[src/rtl/pbs_pkg.sv]
package pbs_pkg;

  typedef enum logic [4:0] {
    ST_IDLE,
    ST_PROG,
    ST_OVRD,
    ST_TXREF,
    ST_DIV,
    ST_IDDQ,
    ST_SLEEP,
    ST_DLY1,
    ST_REFBUF,
    ST_CAL_ON,
    ST_CAL_HI,
    ST_CAL_OFF,
    ST_CAL_LO,
    ST_PLL_ON,
    ST_LOCK,
    ST_RC_ON,
    ST_RC_HI,
    ST_RC_OFF,
    ST_RC_LO,
    ST_RCLK_OFF,
    ST_HANDOFF,
    ST_RELEASE,
    ST_DLY2,
    ST_SEQ_EN,
    ST_DONE,
    ST_ERR
  } step_e;

  localparam int CAL_W  = 24;
  localparam int OSC_W  = 8;
  localparam int NDIV_W = 8;

  localparam logic [CAL_W-1:0]  CAL_CTRL_VAL  = 24'h000136;
  localparam logic [OSC_W-1:0]  OSC_CTRL_VAL  = 8'h2A;
  localparam logic [1:0]        TXREF_SEL_VAL = 2'd2;
  localparam logic [NDIV_W-1:0] NDIV_VAL      = 8'd25;

  localparam logic [1:0] SLEEP_RST = 2'd3;
  localparam logic [1:0] MDIV_RST  = 2'd1;

endpackage

[src/rtl/pbs_timer.sv]
module pbs_timer #(
  parameter int W = 8
) (
  input  logic         clk,
  input  logic         rst_n,
  input  logic         load,
  input  logic [W-1:0] load_val,
  input  logic         dec,
  output logic         zero
);

  logic [W-1:0] cnt;

  always_ff @(posedge clk or negedge rst_n) begin
    if (!rst_n)          cnt <= '0;
    else if (load)       cnt <= load_val;
    else if (dec && cnt != '0) cnt <= cnt - 1'b1;
  end

  assign zero = (cnt == '0);

endmodule

[src/rtl/pbs_ctrl.sv]
module pbs_ctrl
  import pbs_pkg::*;
#(
  parameter int DLY_CYC = 100,
  parameter int TMO_CYC = 25_000_000,
  parameter int TW      = 25
) (
  input  logic          clk,
  input  logic          rst_n,
  input  logic          start,
  input  logic          cal_done_i,
  input  logic          pll_lock_i,
  input  logic          rcal_done_i,
  input  logic          tmr_zero,
  output step_e         step,
  output logic          tmr_load,
  output logic [TW-1:0] tmr_val,
  output logic          tmr_dec
);

  localparam logic [TW-1:0] DLY_LD = TW'(DLY_CYC - 1);
  localparam logic [TW-1:0] TMO_LD = TW'(TMO_CYC - 1);

  step_e nxt;

  // a status wait: advance on the awaited level, abort on an expired timer
  function automatic step_e wait_on(input logic ok, input logic zero_now,
                                    input step_e go, input step_e here);
    if (ok)            return go;
    else if (zero_now) return ST_ERR;
    else               return here;
  endfunction

  always_comb begin
    nxt      = step;
    tmr_load = 1'b0;
    tmr_val  = TMO_LD;
    tmr_dec  = 1'b0;
    case (step)
      ST_IDLE, ST_DONE, ST_ERR: if (start) nxt = ST_PROG;
      ST_PROG:     nxt = ST_OVRD;
      ST_OVRD:     nxt = ST_TXREF;
      ST_TXREF:    nxt = ST_DIV;
      ST_DIV:      nxt = ST_IDDQ;
      ST_IDDQ:     nxt = ST_SLEEP;
      ST_SLEEP:    begin nxt = ST_DLY1; tmr_load = 1'b1; tmr_val = DLY_LD; end
      ST_DLY1:     begin tmr_dec = 1'b1; if (tmr_zero) nxt = ST_REFBUF; end
      ST_REFBUF:   nxt = ST_CAL_ON;
      ST_CAL_ON:   begin nxt = ST_CAL_HI; tmr_load = 1'b1; end
      ST_CAL_HI:   begin tmr_dec = 1'b1; nxt = wait_on(cal_done_i, tmr_zero, ST_CAL_OFF, step); end
      ST_CAL_OFF:  begin nxt = ST_CAL_LO; tmr_load = 1'b1; end
      ST_CAL_LO:   begin tmr_dec = 1'b1; nxt = wait_on(!cal_done_i, tmr_zero, ST_PLL_ON, step); end
      ST_PLL_ON:   begin nxt = ST_LOCK; tmr_load = 1'b1; end
      ST_LOCK:     begin tmr_dec = 1'b1; nxt = wait_on(pll_lock_i, tmr_zero, ST_RC_ON, step); end
      ST_RC_ON:    begin nxt = ST_RC_HI; tmr_load = 1'b1; end
      ST_RC_HI:    begin tmr_dec = 1'b1; nxt = wait_on(rcal_done_i, tmr_zero, ST_RC_OFF, step); end
      ST_RC_OFF:   begin nxt = ST_RC_LO; tmr_load = 1'b1; end
      ST_RC_LO:    begin tmr_dec = 1'b1; nxt = wait_on(!rcal_done_i, tmr_zero, ST_RCLK_OFF, step); end
      ST_RCLK_OFF: nxt = ST_HANDOFF;
      ST_HANDOFF:  nxt = ST_RELEASE;
      ST_RELEASE:  begin nxt = ST_DLY2; tmr_load = 1'b1; tmr_val = DLY_LD; end
      ST_DLY2:     begin tmr_dec = 1'b1; if (tmr_zero) nxt = ST_SEQ_EN; end
      ST_SEQ_EN:   nxt = ST_DONE;
      default:     nxt = ST_IDLE;
    endcase
  end

  always_ff @(posedge clk or negedge rst_n) begin
    if (!rst_n) step <= ST_IDLE;
    else        step <= nxt;
  end

endmodule

[src/rtl/pbs_fields.sv]
module pbs_fields
  import pbs_pkg::*;
(
  input  logic              clk,
  input  logic              rst_n,
  input  step_e             step,
  output logic [CAL_W-1:0]  cal_ctrl,
  output logic [OSC_W-1:0]  osc_ctrl,
  output logic              pwr_ovrd,
  output logic              cal_ovrd,
  output logic              rcal_ovrd,
  output logic [1:0]        txref_sel,
  output logic              txref_en,
  output logic [NDIV_W-1:0] fb_div_n,
  output logic [1:0]        fb_div_m,
  output logic              iddq,
  output logic [1:0]        sleep,
  output logic              refbuf_en,
  output logic              cal_en,
  output logic              pll_en,
  output logic              rcal_clk_en,
  output logic              rcal_en,
  output logic              rst_swctl,
  output logic              clk_swctl,
  output logic              use_lockdet,
  output logic              sleep_iddq,
  output logic              seq_en
);

  // each action step writes its fields on the edge that leaves it
  always_ff @(posedge clk or negedge rst_n) begin
    if (!rst_n) begin
      cal_ctrl    <= '0;
      osc_ctrl    <= '0;
      pwr_ovrd    <= 1'b0;
      cal_ovrd    <= 1'b0;
      rcal_ovrd   <= 1'b0;
      txref_sel   <= '0;
      txref_en    <= 1'b0;
      fb_div_n    <= '0;
      fb_div_m    <= MDIV_RST;
      iddq        <= 1'b1;
      sleep       <= SLEEP_RST;
      refbuf_en   <= 1'b0;
      cal_en      <= 1'b0;
      pll_en      <= 1'b0;
      rcal_clk_en <= 1'b0;
      rcal_en     <= 1'b0;
      rst_swctl   <= 1'b1;
      clk_swctl   <= 1'b1;
      use_lockdet <= 1'b0;
      sleep_iddq  <= 1'b0;
      seq_en      <= 1'b0;
    end else begin
      case (step)
        ST_PROG: begin
          cal_ctrl    <= CAL_CTRL_VAL;
          osc_ctrl    <= OSC_CTRL_VAL;
          refbuf_en   <= 1'b0;
          cal_en      <= 1'b0;
          pll_en      <= 1'b0;
          rcal_clk_en <= 1'b0;
          rcal_en     <= 1'b0;
          seq_en      <= 1'b0;
        end
        ST_OVRD: begin
          pwr_ovrd  <= 1'b1;
          cal_ovrd  <= 1'b1;
          rcal_ovrd <= 1'b1;
        end
        ST_TXREF: begin
          txref_sel <= TXREF_SEL_VAL;
          txref_en  <= 1'b1;
        end
        ST_DIV: begin
          fb_div_n <= NDIV_VAL;
          fb_div_m <= '0;
        end
        ST_IDDQ:     iddq        <= 1'b0;
        ST_SLEEP:    sleep       <= '0;
        ST_REFBUF:   refbuf_en   <= 1'b1;
        ST_CAL_ON:   cal_en      <= 1'b1;
        ST_CAL_OFF:  cal_en      <= 1'b0;
        ST_PLL_ON:   pll_en      <= 1'b1;
        ST_RC_ON: begin
          rcal_clk_en <= 1'b1;
          rcal_en     <= 1'b1;
        end
        ST_RC_OFF:   rcal_en     <= 1'b0;
        ST_RCLK_OFF: rcal_clk_en <= 1'b0;
        ST_HANDOFF: begin
          rst_swctl   <= 1'b0;
          clk_swctl   <= 1'b0;
          use_lockdet <= 1'b1;
          sleep_iddq  <= 1'b1;
        end
        ST_RELEASE: begin
          pwr_ovrd  <= 1'b0;
          cal_ovrd  <= 1'b0;
          rcal_ovrd <= 1'b0;
        end
        ST_SEQ_EN:   seq_en      <= 1'b1;
        default: ;
      endcase
    end
  end

endmodule

[src/rtl/pll_bringup_seq.sv]
module pll_bringup_seq
  import pbs_pkg::*;
#(
  parameter int DLY_CYC = 100,
  parameter int TMO_CYC = 25_000_000
) (
  input  logic        clk,
  input  logic        rst_n,
  input  logic        start,
  input  logic        cal_done_i,
  input  logic        pll_lock_i,
  input  logic        rcal_done_i,
  output logic        done,
  output logic        error,
  output logic [23:0] cal_ctrl,
  output logic [7:0]  osc_ctrl,
  output logic        pwr_ovrd,
  output logic        cal_ovrd,
  output logic        rcal_ovrd,
  output logic [1:0]  txref_sel,
  output logic        txref_en,
  output logic [7:0]  fb_div_n,
  output logic [1:0]  fb_div_m,
  output logic        iddq,
  output logic [1:0]  sleep,
  output logic        refbuf_en,
  output logic        cal_en,
  output logic        pll_en,
  output logic        rcal_clk_en,
  output logic        rcal_en,
  output logic        rst_swctl,
  output logic        clk_swctl,
  output logic        use_lockdet,
  output logic        sleep_iddq,
  output logic        seq_en
);

  localparam int CNT_MAX = (DLY_CYC > TMO_CYC) ? DLY_CYC : TMO_CYC;
  localparam int TW      = $clog2(CNT_MAX + 1);

  step_e         step;
  logic          tmr_load;
  logic          tmr_dec;
  logic          tmr_zero;
  logic [TW-1:0] tmr_val;

  pbs_ctrl #(
    .DLY_CYC (DLY_CYC),
    .TMO_CYC (TMO_CYC),
    .TW      (TW)
  ) u_ctrl (
    .clk         (clk),
    .rst_n       (rst_n),
    .start       (start),
    .cal_done_i  (cal_done_i),
    .pll_lock_i  (pll_lock_i),
    .rcal_done_i (rcal_done_i),
    .tmr_zero    (tmr_zero),
    .step        (step),
    .tmr_load    (tmr_load),
    .tmr_val     (tmr_val),
    .tmr_dec     (tmr_dec)
  );

  pbs_timer #(.W(TW)) u_timer (
    .clk      (clk),
    .rst_n    (rst_n),
    .load     (tmr_load),
    .load_val (tmr_val),
    .dec      (tmr_dec),
    .zero     (tmr_zero)
  );

  pbs_fields u_fields (
    .clk         (clk),
    .rst_n       (rst_n),
    .step        (step),
    .cal_ctrl    (cal_ctrl),
    .osc_ctrl    (osc_ctrl),
    .pwr_ovrd    (pwr_ovrd),
    .cal_ovrd    (cal_ovrd),
    .rcal_ovrd   (rcal_ovrd),
    .txref_sel   (txref_sel),
    .txref_en    (txref_en),
    .fb_div_n    (fb_div_n),
    .fb_div_m    (fb_div_m),
    .iddq        (iddq),
    .sleep       (sleep),
    .refbuf_en   (refbuf_en),
    .cal_en      (cal_en),
    .pll_en      (pll_en),
    .rcal_clk_en (rcal_clk_en),
    .rcal_en     (rcal_en),
    .rst_swctl   (rst_swctl),
    .clk_swctl   (clk_swctl),
    .use_lockdet (use_lockdet),
    .sleep_iddq  (sleep_iddq),
    .seq_en      (seq_en)
  );

  assign done  = (step == ST_DONE);
  assign error = (step == ST_ERR);

endmodule

[config.mk]
export PLATFORM = sky130hd
export DESIGN_NAME = pll_bringup_seq
export DESIGN_NICKNAME = d
export VERILOG_FILES = /design/src/rtl/pbs_pkg.sv /design/src/rtl/pbs_timer.sv /design/src/rtl/pbs_ctrl.sv /design/src/rtl/pbs_fields.sv /design/src/rtl/pll_bringup_seq.sv
export SDC_FILE = /design/constraint.sdc
export NUM_CORES = 1
export LEC_CHECK = 0
export ABC_AREA = 0
export ABC_CLOCK_PERIOD_IN_PS = 3210
export BUFFER_PORTS_ARGS = -buffer_cell sky130_fd_sc_hd__buf_2
export CORE_UTILIZATION = 54
export DETAILED_ROUTE_END_ITERATION = 8
export HOLD_SLACK_MARGIN = 0.15
export PLACE_DENSITY = 0.8
export SETUP_SLACK_MARGIN = 0.3
export SYNTH_ARGS = -nofsm -noshare
export SYNTH_HDL_FRONTEND = slang
export SYNTH_SLANG_ARGS = --single-unit
[constraint.sdc]
create_clock -name clk -period 3.21 [get_ports clk]
set_input_delay 0.321 -clock clk [delete_from_list [all_inputs] [get_ports clk]]
set_output_delay 0.321 -clock clk [all_outputs]
set_load 0.01 [all_outputs]
==> impl_metrics.csv <==
group,metric,value,unit
routing,routedWlPerCell,14.3,microns
synth,synth_cells,356,
timing,clock_skew,7.93,ps
final_layout,top_regs,"u_timer.cnt (25), u_ctrl.step (5)",
setup_path,cp-start-kind,"register",
setup_path,crit_path_end_kind,"register",
routing,drt_iter0_drc,179,
clock_network,clk_path_buf_depth,2,
clock_network,clk_transition_reported_paths,80,ps
grt,grt-ovfl-total,0,
place,place_congestion,0.856,
power,combPwrFrac,57.2,%
final_layout,syn2layout_area_growth,4.91,%
synth,yosysSeqAreaShare,37.6,%
synth,synth_mux_area_share,1.66,%
synth,synth_edf_count,0,
power,p_total,3040,uW
synth,synthArstFlopShare,100,%
grt,grt_pass1_wl,10.9,mm
clock_network,cts_setup_buffers,0,
synth,ys_seq_elements,45,
setup_path,crit_start,"u_timer.cnt[0]",
power,ir_worst_vdd,370,uV
synth,synthSimpleGateAreaFrac,22.8,%
synth,synth_compound_area_share,20.0,%
die,rows,26,
final_layout,regMostFlops,"u_timer.cnt",
synth,yosysWarnings,0,
hold_path,hold_path_class,"primary input to async pin",
setup_path,crit_required,3390,ps
power,p_leak,0.00143,uW
synth,syn_area,3010,sq um
die,initial_core_util,57.5,%
synth,yosysUniqueCellTypes,57,
timing,finalCritPeriodShare,81.1,%
timing,fin_tns_setup,0,ps
setup_path,r2r_start,"u_timer.cnt[0]",
place,place.port_buffers,37,
power,p_per_area,963,nW/um^2
timing,hold_viol,0,
clock_network,cts-htree-levels,2,
clock_network,clock-root-buffer,"clkbuf_8",
job,cap_violations,0,
timing,maxSlewViolCount,0,
synth,synthXorXnorAreaFrac,2.33,%
die,die_h,76.7,microns
grt,grt_pass1_vias,2495,
clock_network,cts_tree,"done",
die,io_pins,69,
timing,fmax,384,MHz
place,dp_slack,555,ps
power,switching_share,48.1,%
setup_path,cp_data_arrival_time,2790,ps
final_layout,largest_reg_flops,25,
routing,wl,6.38,mm
synth,synth_top_family_by_area,"simple AND/OR/NAND/NOR gates",
routing,drt-vias-per-instance,5.67,
routing,drc,0,
power,pwr-share-clk,12.7,%
grt,grt_usage,22.9,%
die,dieArea,5880,sq um
setup_path,crit_fanout,13,
timing,max_slew_margin,33.5,%
timing,setup_viol,0,
die,core_area,5240,sq um
clock_network,cts_buffers,5,
setup_path,critPathKind,"register to register",
timing,worst_pin_slew,997,ps
synth,synthAdderAreaFrac,0.416,%
clock_network,cts.sinks,45,
timing,rsz0062_at_grt,"no",
final_layout,layout.nets,383,
place,dpl.hpwl,4.64,mm
run_status,outcome,"finished, final reports clean",
power,power.switching,1460,uW
synth,syn_area_per_cell,8.45,sq um
routing,vias,2535,
power,internal-power,1580,uW
routing,dr.pass1.iters,4,
clock_network,clk_latency,300,ps
grt,grt_max_degree,46,
grt,antenna_found_initial,0,
routing,drtAntennaViolNets,0,
synth,ys.flop_type,"dfrtp_1",
die,die_w,76.7,microns
timing,fin_crit,2600,ps
power,seqPwrFrac,30.2,%
final_layout,drive_above_1_share,18.6,%
final_layout,n_antenna_cell,0,
timing,setup_ws,607,ps
## worst paths after layout
check | to | slack, ps | cells after the start
min | u_ctrl.step[1] | 180 | 1
min in group clk | u_ctrl.step[4] | 410 | 4
min reg2reg | u_fields.sleep[0] | 460 | 2
max | u_timer.cnt[18] | 610 | 8
max reg2reg | u_timer.cnt[18] | 610 | 8
max in group asynchronous | u_fields.use_lockdet | 2410 | 1
## cells by family after synthesis
family	Yosys count
AO/OA/AOI/OAI	92
multiplexers	5
adder cells (fa/ha/maj)	1
AND/OR/NAND/NOR	131
flip-flops	45
other	1
buffers and inverters	73
XOR/XNOR	8
## repair_timing
action                                 CTS  global route
endpoints found under the hold margin    0             0
resized for setup                        0             1
hold buffers                             0             0
setup endpoints to repair                0             1
## routing by layer
metal  up-vias  wire length (microns)  GRT usage (%)
met5         -                      0              0
met4         0                     80           10.2
met3        11                    342           4.76
met2        90                   3210           39.4
met1      1204                   2740           27.4
li1       1230                      -              -
## power groups by stage
stage / logic [uW] / registers, uW / clock network [uW]
after floorplan: 1410 / 863 / 0
after global placement: 1680 / 916 / 0
after detailed placement: 1710 / 924 / 0
after CTS: 1720 / 913 / 396
after global routing: 1930 / 947 / 419
final: 1740 / 917 / 385
## critical path: stages (launching register included)
cell and delay [ps]:
dfrtp_1 410, inv_1 60, ha_1 190, or3b_2 480, nor2_1 210, nand4_2 250, and2_2 380, and3_1 200
nor4_1 300
## layout by cell type (no fill, tap or decap), drive strengths merged, types with 8 or more instances in the layout
master and instances:
conb 31, nor2b 8, dfrtp 41, nor3 15, inv 8, a21oi 24
nor2 30, nand3 9, buf 48, a31oi 8, nand2 33, o21ai 23
## final cells by class
class,instances,area (sq um)
multi-input combinational,268,1540
tap,70,87.6
clock buffer,7,96.3
fill,473,2080
timing repair buffer,48,268
sequential,45,1130
clock inverter,1,5.00
inverter,8,30.0
## synth_stat cells (all sizes together) (7+ instances only)
library cell | n | share of area [%]
nand3 | 9 | 1.5
dfrtp | 41 | 34
clkbuf | 10 | 1.2
nand2 | 33 | 4.1
nor3 | 15 | 2.5
inv | 8 | 1.0
buf | 55 | 13
o21ai | 23 | 3.8
nand2b | 7 | 1.5
nor2b | 8 | 1.7
a31oi | 8 | 1.7
nor2 | 30 | 3.7
a21oi | 24 | 4.0
## per-stage QoR
step / hold slack (ps) / utilization, % / std cells / cell area, sq um
after floorplan: 25.4 / - / 386 / 3120
after global placement: 448 / 58.3 / 439 / 3050
after detailed placement: 444 / 58.3 / 439 / 3050
after CTS: 219 / 60.2 / 447 / 3160
after global routing: 273 / 60.3 / 447 / 3160
final: 185 / 60.3 / 447 / 3160
(Power assumes the default switching activity.)
